<file path="config.mk">
export PLATFORM = sky130hd
export DESIGN_NAME = muldiv_unit
export DESIGN_NICKNAME = d
export VERILOG_FILES = /design/src/rtl/muldiv_pkg.sv /design/src/rtl/muldiv_seq.sv /design/src/rtl/muldiv_step.sv /design/src/rtl/muldiv_unit.sv
export SDC_FILE = /design/constraint.sdc
export NUM_CORES = 1
export LEC_CHECK = 0
export BUFFER_PORTS_ARGS = -buffer_cell sky130_fd_sc_hd__buf_4
export CAP_MARGIN = 0
export CORE_MARGIN = 2
export CORE_UTILIZATION = 59
export DETAILED_ROUTE_END_ITERATION = 16
export PLACE_DENSITY = 0.91
export RECOVER_POWER = 100
export SLEW_MARGIN = 20
export SYNTH_ARGS = -nofsm -noshare
export SYNTH_HDL_FRONTEND = slang
export SYNTH_SLANG_ARGS = --single-unit
</file>
<file path="constraint.sdc">
create_clock -name clk_i -period 6.35 [get_ports clk_i]
set_input_delay 0.9525 -clock clk_i [delete_from_list [all_inputs] [get_ports clk_i]]
set_output_delay 0.9525 -clock clk_i [all_outputs]
set_load 0.01 [all_outputs]
</file>
<file path="src/rtl/muldiv_pkg.sv">
package muldiv_pkg;
  typedef enum logic [1:0] {
    OP_MULT  = 2'b00,
    OP_MULTU = 2'b01,
    OP_DIV   = 2'b10,
    OP_DIVU  = 2'b11
  } op_e;

  function automatic logic op_is_div(op_e op);
    return op[1];
  endfunction

  function automatic logic op_is_signed(op_e op);
    return ~op[0];
  endfunction
endpackage

</file>
<file path="src/rtl/muldiv_seq.sv">
module muldiv_seq #(
  parameter int W = 32
) (
  input  logic clk_i,
  input  logic rst_ni,
  input  logic start_i,
  output logic busy_o,
  output logic launch_o,
  output logic last_o,
  output logic done_o
);
  localparam int CW = $clog2(W);
  localparam logic [CW-1:0] LAST_CNT = CW'(W - 1);

  logic [CW-1:0] cnt_q;
  logic busy_q, done_q;

  assign launch_o = start_i & ~busy_q;
  assign last_o   = busy_q & (cnt_q == LAST_CNT);

  always_ff @(posedge clk_i or negedge rst_ni) begin
    if (!rst_ni) begin
      cnt_q  <= '0;
      busy_q <= 1'b0;
      done_q <= 1'b0;
    end else begin
      done_q <= last_o;
      if (launch_o) begin
        busy_q <= 1'b1;
        cnt_q  <= '0;
      end else if (busy_q) begin
        if (last_o) busy_q <= 1'b0;
        else        cnt_q  <= cnt_q + CW'(1);
      end
    end
  end

  assign busy_o = busy_q;
  assign done_o = done_q;

  p_done_pulse_r2: assert property (@(posedge clk_i) disable iff (!rst_ni)
    done_q |=> !done_q);
  p_done_idle_r2: assert property (@(posedge clk_i) disable iff (!rst_ni)
    done_q |-> !busy_q);
  // start pulses during an operation must not rewind the count
  p_count_advance_r3: assert property (@(posedge clk_i) disable iff (!rst_ni)
    (busy_q && !last_o) |=> (busy_q && cnt_q == $past(cnt_q) + CW'(1)));
endmodule

</file>
<file path="src/rtl/muldiv_step.sv">
module muldiv_step #(
  parameter int W = 32
) (
  input  logic         clk_i,
  input  logic         rst_ni,
  input  logic         load_i,
  input  logic         step_i,
  input  logic         div_i,
  input  logic [W-1:0] opa_i,
  input  logic [W-1:0] opb_i,
  output logic [W-1:0] nxt_hi_o,
  output logic [W-1:0] nxt_lo_o
);
  logic [W-1:0] hi_q, lo_q, opd_q;
  logic         div_q;
  logic [W:0]   sum;
  logic [W:0]   up;
  logic [W-1:0] diff;
  logic         fits;

  // hi_q: partial product / partial remainder; lo_q: multiplier / quotient
  always_comb begin
    sum  = {1'b0, hi_q} + (lo_q[0] ? {1'b0, opd_q} : '0);
    up   = {hi_q, lo_q[W-1]};
    fits = up >= {1'b0, opd_q};
    diff = up[W-1:0] - opd_q;
    if (div_q) begin
      nxt_hi_o = fits ? diff : up[W-1:0];
      nxt_lo_o = {lo_q[W-2:0], fits};
    end else begin
      nxt_hi_o = sum[W:1];
      nxt_lo_o = {sum[0], lo_q[W-1:1]};
    end
  end

  always_ff @(posedge clk_i or negedge rst_ni) begin
    if (!rst_ni) begin
      hi_q  <= '0;
      lo_q  <= '0;
      opd_q <= '0;
      div_q <= 1'b0;
    end else if (load_i) begin
      hi_q  <= '0;
      lo_q  <= opa_i;
      opd_q <= opb_i;
      div_q <= div_i;
    end else if (step_i) begin
      hi_q  <= nxt_hi_o;
      lo_q  <= nxt_lo_o;
    end
  end

  p_rem_bound_r6: assert property (@(posedge clk_i) disable iff (!rst_ni)
    (div_q && opd_q != '0) |-> (hi_q < opd_q));
endmodule

</file>
<file path="src/rtl/muldiv_unit.sv">
module muldiv_unit
  import muldiv_pkg::*;
#(
  parameter int W = 32
) (
  input  logic         clk_i,
  input  logic         rst_ni,
  input  logic         start_i,
  input  logic [1:0]   op_i,
  input  logic [31:0]  a_i,
  input  logic [31:0]  b_i,
  output logic         busy_o,
  output logic         done_o,
  output logic [31:0]  hi_o,
  output logic [31:0]  lo_o,
  output logic [31:0]  mul_lo_o
);
  localparam int W2 = 2 * W;

  op_e          op_in, op_q;
  logic         launch, last, busy;
  logic         a_neg, b_neg, qneg_q, rneg_q;
  logic [W-1:0] a_mag, b_mag, nxt_hi, nxt_lo;
  logic [W2-1:0] prod_f;
  logic [W-1:0] quo_f, rem_f, res_hi, res_lo;
  logic [W-1:0] hi_q, lo_q, mul_lo_q;

  assign op_in = op_e'(op_i);
  assign a_neg = op_is_signed(op_in) & a_i[W-1];
  assign b_neg = op_is_signed(op_in) & b_i[W-1];
  assign a_mag = a_neg ? -a_i : a_i;
  assign b_mag = b_neg ? -b_i : b_i;

  muldiv_seq #(.W(W)) u_seq (
    .clk_i    (clk_i),
    .rst_ni   (rst_ni),
    .start_i  (start_i),
    .busy_o   (busy),
    .launch_o (launch),
    .last_o   (last),
    .done_o   (done_o)
  );

  muldiv_step #(.W(W)) u_step (
    .clk_i    (clk_i),
    .rst_ni   (rst_ni),
    .load_i   (launch),
    .step_i   (busy),
    .div_i    (op_is_div(op_in)),
    .opa_i    (a_mag),
    .opb_i    (b_mag),
    .nxt_hi_o (nxt_hi),
    .nxt_lo_o (nxt_lo)
  );

  // sign fix on the final iteration's value
  always_comb begin
    prod_f = qneg_q ? -{nxt_hi, nxt_lo} : {nxt_hi, nxt_lo};
    quo_f  = qneg_q ? -nxt_lo : nxt_lo;
    rem_f  = rneg_q ? -nxt_hi : nxt_hi;
    res_hi = op_is_div(op_q) ? rem_f : prod_f[W2-1:W];
    res_lo = op_is_div(op_q) ? quo_f : prod_f[W-1:0];
  end

  always_ff @(posedge clk_i or negedge rst_ni) begin
    if (!rst_ni) begin
      op_q     <= OP_MULT;
      qneg_q   <= 1'b0;
      rneg_q   <= 1'b0;
      hi_q     <= '0;
      lo_q     <= '0;
      mul_lo_q <= '0;
    end else begin
      if (launch) begin
        op_q   <= op_in;
        qneg_q <= a_neg ^ b_neg;
        rneg_q <= a_neg;
      end
      if (last) begin
        hi_q <= res_hi;
        lo_q <= res_lo;
        if (!op_is_div(op_q)) mul_lo_q <= res_lo;
      end
    end
  end

  assign busy_o   = busy;
  assign hi_o     = hi_q;
  assign lo_o     = lo_q;
  assign mul_lo_o = mul_lo_q;

  p_hold_r9: assert property (@(posedge clk_i) disable iff (!rst_ni)
    !done_o |-> ($stable(hi_o) && $stable(lo_o)));
  p_mul_lo_keep_r10: assert property (@(posedge clk_i) disable iff (!rst_ni)
    (done_o && op_is_div(op_q)) |-> $stable(mul_lo_o));
  p_mul_lo_quiet_r10: assert property (@(posedge clk_i) disable iff (!rst_ni)
    !done_o |-> $stable(mul_lo_o));
endmodule

</file>
==> results <==
- The utilization of the core after routing is roughly 66%.
- The clock tree from TritonCTS is built.
- The number of instances in the synthesized netlist is just over 2000.
- The synthesized-area fraction occupied by xor and xnor cells is under 10%.
- The detailed-router iteration count before antenna repair is 7.
- The number of endpoints with negative hold slack in the final report was 0.
- The later pin in the worst-skew pair is clocked with a latency of approximately 0.55 ns.
- The detailed router put a total of 24300 µm of wire on met1.
- The startpoint identified for the worst register-to-register timing path is u_step.hi_q[9]$_DFFE_PN0P_.
- Of all nets on the critical path, the largest fanout is 18.
- The run finished, with violations left.
- The setup TNS after final layout is 0 ns.
- The multi-input logic area is between 0.01 and 0.015 mm².
- STA puts the critical path data required time at 6.78 ns.
- The clock root buffer master is clkbuf_16.
- Across the run, the number of max-cap violations was 9.
- The number of gates given a new drive strength after cts is 0.
- At the pin with the least slew margin, the transition time is between 3 and 4 ns.
- The detailed-route wire length per cell is 23.0 µm.
- Cells with a size suffix above 1 make up under 10% of the layout.
- The register bit total from synthesis is around 200.
- The worst hold path belongs to the class reg -> reg.
- STA puts the critical path data arrival time at a little over 6 ns.
- Row generation in the floorplan step produced 61 rows.
- The most used flip-flop cell after synthesis is dfrtp_1.
- The met2 wire length is 25800 µm.
- The number of antenna violations at the first check in global routing is 2.
- Setup repair after global routing left no endpoint under its margin.
- The area enclosed by the die boundary is around 0.029 mm².
- The number of slew-limit violations in the final report is 549.
- The detailed-routed wire length on met3 is 6540 µm.
- Timing would allow up to 0.174 GHz.
- The number of clock buffers inserted by TritonCTS is 23.
- For this run, asynchronously set or reset flops after synthesis account for between 90% and 100%.
- When the netlist entered floorplanning its net count stood at approximately 2200.
- After Yosys synthesis, and, or, nand and nor cells account for roughly a fifth of the synthesized area.
- The worst hold path begins at hi_o[11]$_DFFE_PN0P_.
- The fraction of the mapped netlist area in adder cells is about 5.5%.
- The share of synthesized area spent on multiplexers is roughly 3.4%.
- 167 I/O pins were placed.
- After layout, the worst path uses 90.4% of the clock period.
- The path with the worst hold slack has its endpoint at hi_o[11]$_DFFE_PN0P_.
- The worst-case clock buffer depth is 3.
- In this run the remaining antenna-violating nets after routing total 0.
- The post-CTS repair timing setup buffer count is 0.
- The number of input and output port buffers inserted is 166.
- The kind of critical path is reg -> reg.
- The number of global-route vias before repair is between 15000 and 20000.
- The kind of end point of the critical path is a flip-flop.
- The effective utilization at floorplan is between 50% and 60%.
- The first global-routing pass estimated 90300 µm of wire.
- STA classifies the critical path startpoint as a flip-flop.
- The post-synth design cell area is roughly 0.017 mm².
- The layout overhead on the synthesized area is 10.9%.
- The minimum period implied by the final worst setup slack is about 5.7 ns.
- Summing the sequential cell areas from Yosys gives a little under a third of the chip area.
- The detailed placer's ending HPWL is about 45000 µm.
- Along the worst hold path, the cell count comes to 2.
- The register area is 0.00506 mm².
- The setup check on the worst reg-to-reg path leaves a slack of 0.61 ns.
- The combined global-route utilization of all metal layers is around 39%.
- Once routing completed, OpenROAD measured the worst setup slack at 0.611 ns.
- The highest metal layer carrying signal wires in the routed design is met4.
- The first routing iteration left between 2000 and 2500 violations.
- After synthesis, the largest family of logic cells by area is compound AO/OA/AOI/OAI gates.
- The number of warnings issued by yosys is 0.
- The number of cells on the worst reg-to-reg path is 15.
- The number of DRC violations after detailed routing is 0.
- In this run the standard cell core region covers 0.0277 mm².
- The setup slack at placement is 0.963 ns.
- The total length of routed wires is roughly 59000 µm.
- The share of the synthesized area in compound gates (AO/OA/AOI/OAI) is a little over a quarter.
- Hold repair after CTS inserted 0 buffers.
- In this run the tightest slew margin relative to its limit is -125%.
- The number of synthesized flops with an enable pin is 0.
- The overflow left after global routing is 0.
- The final reports fail on max-capacitance violations, max-slew violations.
- At the end of routability-driven placement, the weighted congestion stood at about 1.0.
- Setup violations remaining at the end of the flow were counted as 0.
- After synthesis, the netlist uses 95 different library cells.
- Clock-pin slew was measured on the worst setup and hold paths at 0.06 ns.
- The mean number of vias per cell is ~6.7.
- The average cell area after synthesis is between 8 and 9 µm².
- The floorplan step set the die height to ~170 µm.
- The critical register-to-register path endpoint is hi_o[22]$_DFFE_PN0P_.
- Between clock sinks in the finished design, the worst skew comes to between 0.015 and 0.02 ns.
- The count of filler cells inserted in the layout is around 2300.
- The total via count after detailed routing is 17100.
- The pin count of the biggest net entering global routing is slightly above 80.
- In this run the number of H-tree levels came out at 1.
- The horizontal die dimension is around 170 µm.
- The number of sinks driven by the clock tree is 202.
- The final-stage net count is ~2300.
-- worst max-delay path, stage by stage, from the launching register on --
cell and delay, ns:
dfrtp_1 0.46, ha_1 0.40, a21oi_1 0.27, o21ai_0 0.19, or2_1 0.33, o31a_1 0.54
a21oi_1 1.04, mux2_2 0.41, a21o_1 0.27, ha_1 0.35, nand2_1 0.19, a21oi_2 0.26
nand4b_1 0.17, a311oi_2 0.35, mux2i_1 0.11, a221o_1 0.26
-- routing by layer --
layer | GRT usage, % | up-vias
li1 | - | 7704
met1 | 54.9 | 8126
met2 | 59.8 | 1103
met4 | 15.0 | 0
met5 | 0 | -
met3 | 9.07 | 174
-- cells by family after synthesis --
logic type,after synthesis
and+or+nand+nor,708
AOI/OAI and AO/OA,700
DFF,202
buffers and inverters,185
xor gates and xnor gates,151
adders and majority gates,72
muxes,53
-- synthesized netlist by cell type, drive strengths merged (9+ instances only) --
cell,n,area share (%)
nand2,320,7.3
o21ai,285,8.7
dfrtp,202,31
a21oi,120,3.7
nor2,113,2.6
clkbuf,93,2.1
xor2,82,4.3
ha,70,5.3
xnor2,69,3.6
inv,63,1.4
and2,46,1.7
a211oi,39,1.9
nor3,37,1.1
o211ai,37,1.7
nand3,32,0.97
o31ai,32,1.5
mux2i,31,1.9
a21o,29,1.3
buf,28,1.0
nor4,23,1.1
mux2,22,1.5
or3,21,0.85
nand2b,19,0.72
nand4,17,0.68
o21a,17,0.77
nor2b,15,0.57
or2,15,0.57
a22o,14,0.74
a31oi,13,0.49
a311oi,10,0.89
and3,10,0.38
or4,10,0.50
o41ai,9,0.48
-- cell usage in the layout (no fill, tap or decap), types with 9 or more instances in the layout --
| master | count |
|---|---|
| a211oi_1 | 33 |
| a21o_1 | 29 |
| a21oi_1 | 118 |
| a22o_1 | 14 |
| a31oi_1 | 13 |
| and2_1 | 41 |
| and3_1 | 10 |
| buf_4 | 90 |
| clkbuf_1 | 109 |
| clkbuf_16 | 23 |
| dfrtp_1 | 200 |
| ha_1 | 70 |
| inv_1 | 62 |
| mux2_2 | 22 |
| mux2i_1 | 31 |
| nand2_1 | 318 |
| nand2b_1 | 19 |
| nand3_1 | 32 |
| nand4_1 | 16 |
| nor2_1 | 113 |
| nor2b_1 | 15 |
| nor3_1 | 37 |
| nor4_1 | 20 |
| o211ai_1 | 37 |
| o21a_1 | 17 |
| o21ai_0 | 281 |
| o31ai_1 | 31 |
| o41ai_1 | 9 |
| or2_2 | 12 |
| or3_1 | 19 |
| xnor2_1 | 69 |
| xor2_1 | 82 |
-- flip-flops by register name (all words and copies together) (netlist names) --
name and count:
u_step.lo_q 32, u_seq.busy_o 1, u_step.opd_q 32, lo_o 32, qneg_q 1, u_seq.done_o 1, rneg_q 1, u_step.hi_q 32
hi_o 32, mul_lo_o 32, op_q 1, u_seq.cnt_q 5
-- layout make-up --
cell class | count | area share, %
flip-flops and latches | 202 | 27.5
repair buffers | 198 | 5.90
multi-input cells | 1684 | 58.5
well taps | 378 | 2.57
inverters | 64 | 1.31
diodes | 2 | 0.0272
clock inverters | 13 | 0.783
clock buffers | 29 | 3.42
-- worst max-delay path by stage --
stage,startpoint,to,slack (ns)
2_1_floorplan,u_step.hi_q[13]$_DFFE_PN0P_,hi_o[22]$_DFFE_PN0P_,1.37
3_3_place_gp,u_step.hi_q[7]$_DFFE_PN0P_,hi_o[22]$_DFFE_PN0P_,1.10
3_5_place_dp,u_step.hi_q[9]$_DFFE_PN0P_,hi_o[22]$_DFFE_PN0P_,0.96
4_1_cts,u_step.hi_q[9]$_DFFE_PN0P_,hi_o[22]$_DFFE_PN0P_,0.93
5_1_grt,u_step.opd_q[8]$_DFFE_PN0P_,hi_o[22]$_DFFE_PN0P_,0.22
6_report,u_step.hi_q[9]$_DFFE_PN0P_,hi_o[22]$_DFFE_PN0P_,0.61
-- metrics by stage --
stage	hold slack [ns]	area (µm²)	std cells
after floorplan	0.463	16600	2071
after global placement	0.456	18000	2526
after detailed placement	0.459	18000	2526
after CTS	0.407	18800	2568
after global routing	0.497	18400	2568
final	0.465	18400	2570
Power is not shown: default switching activity piles up to over one toggle a cycle in this logic, so the estimate is an artifact.
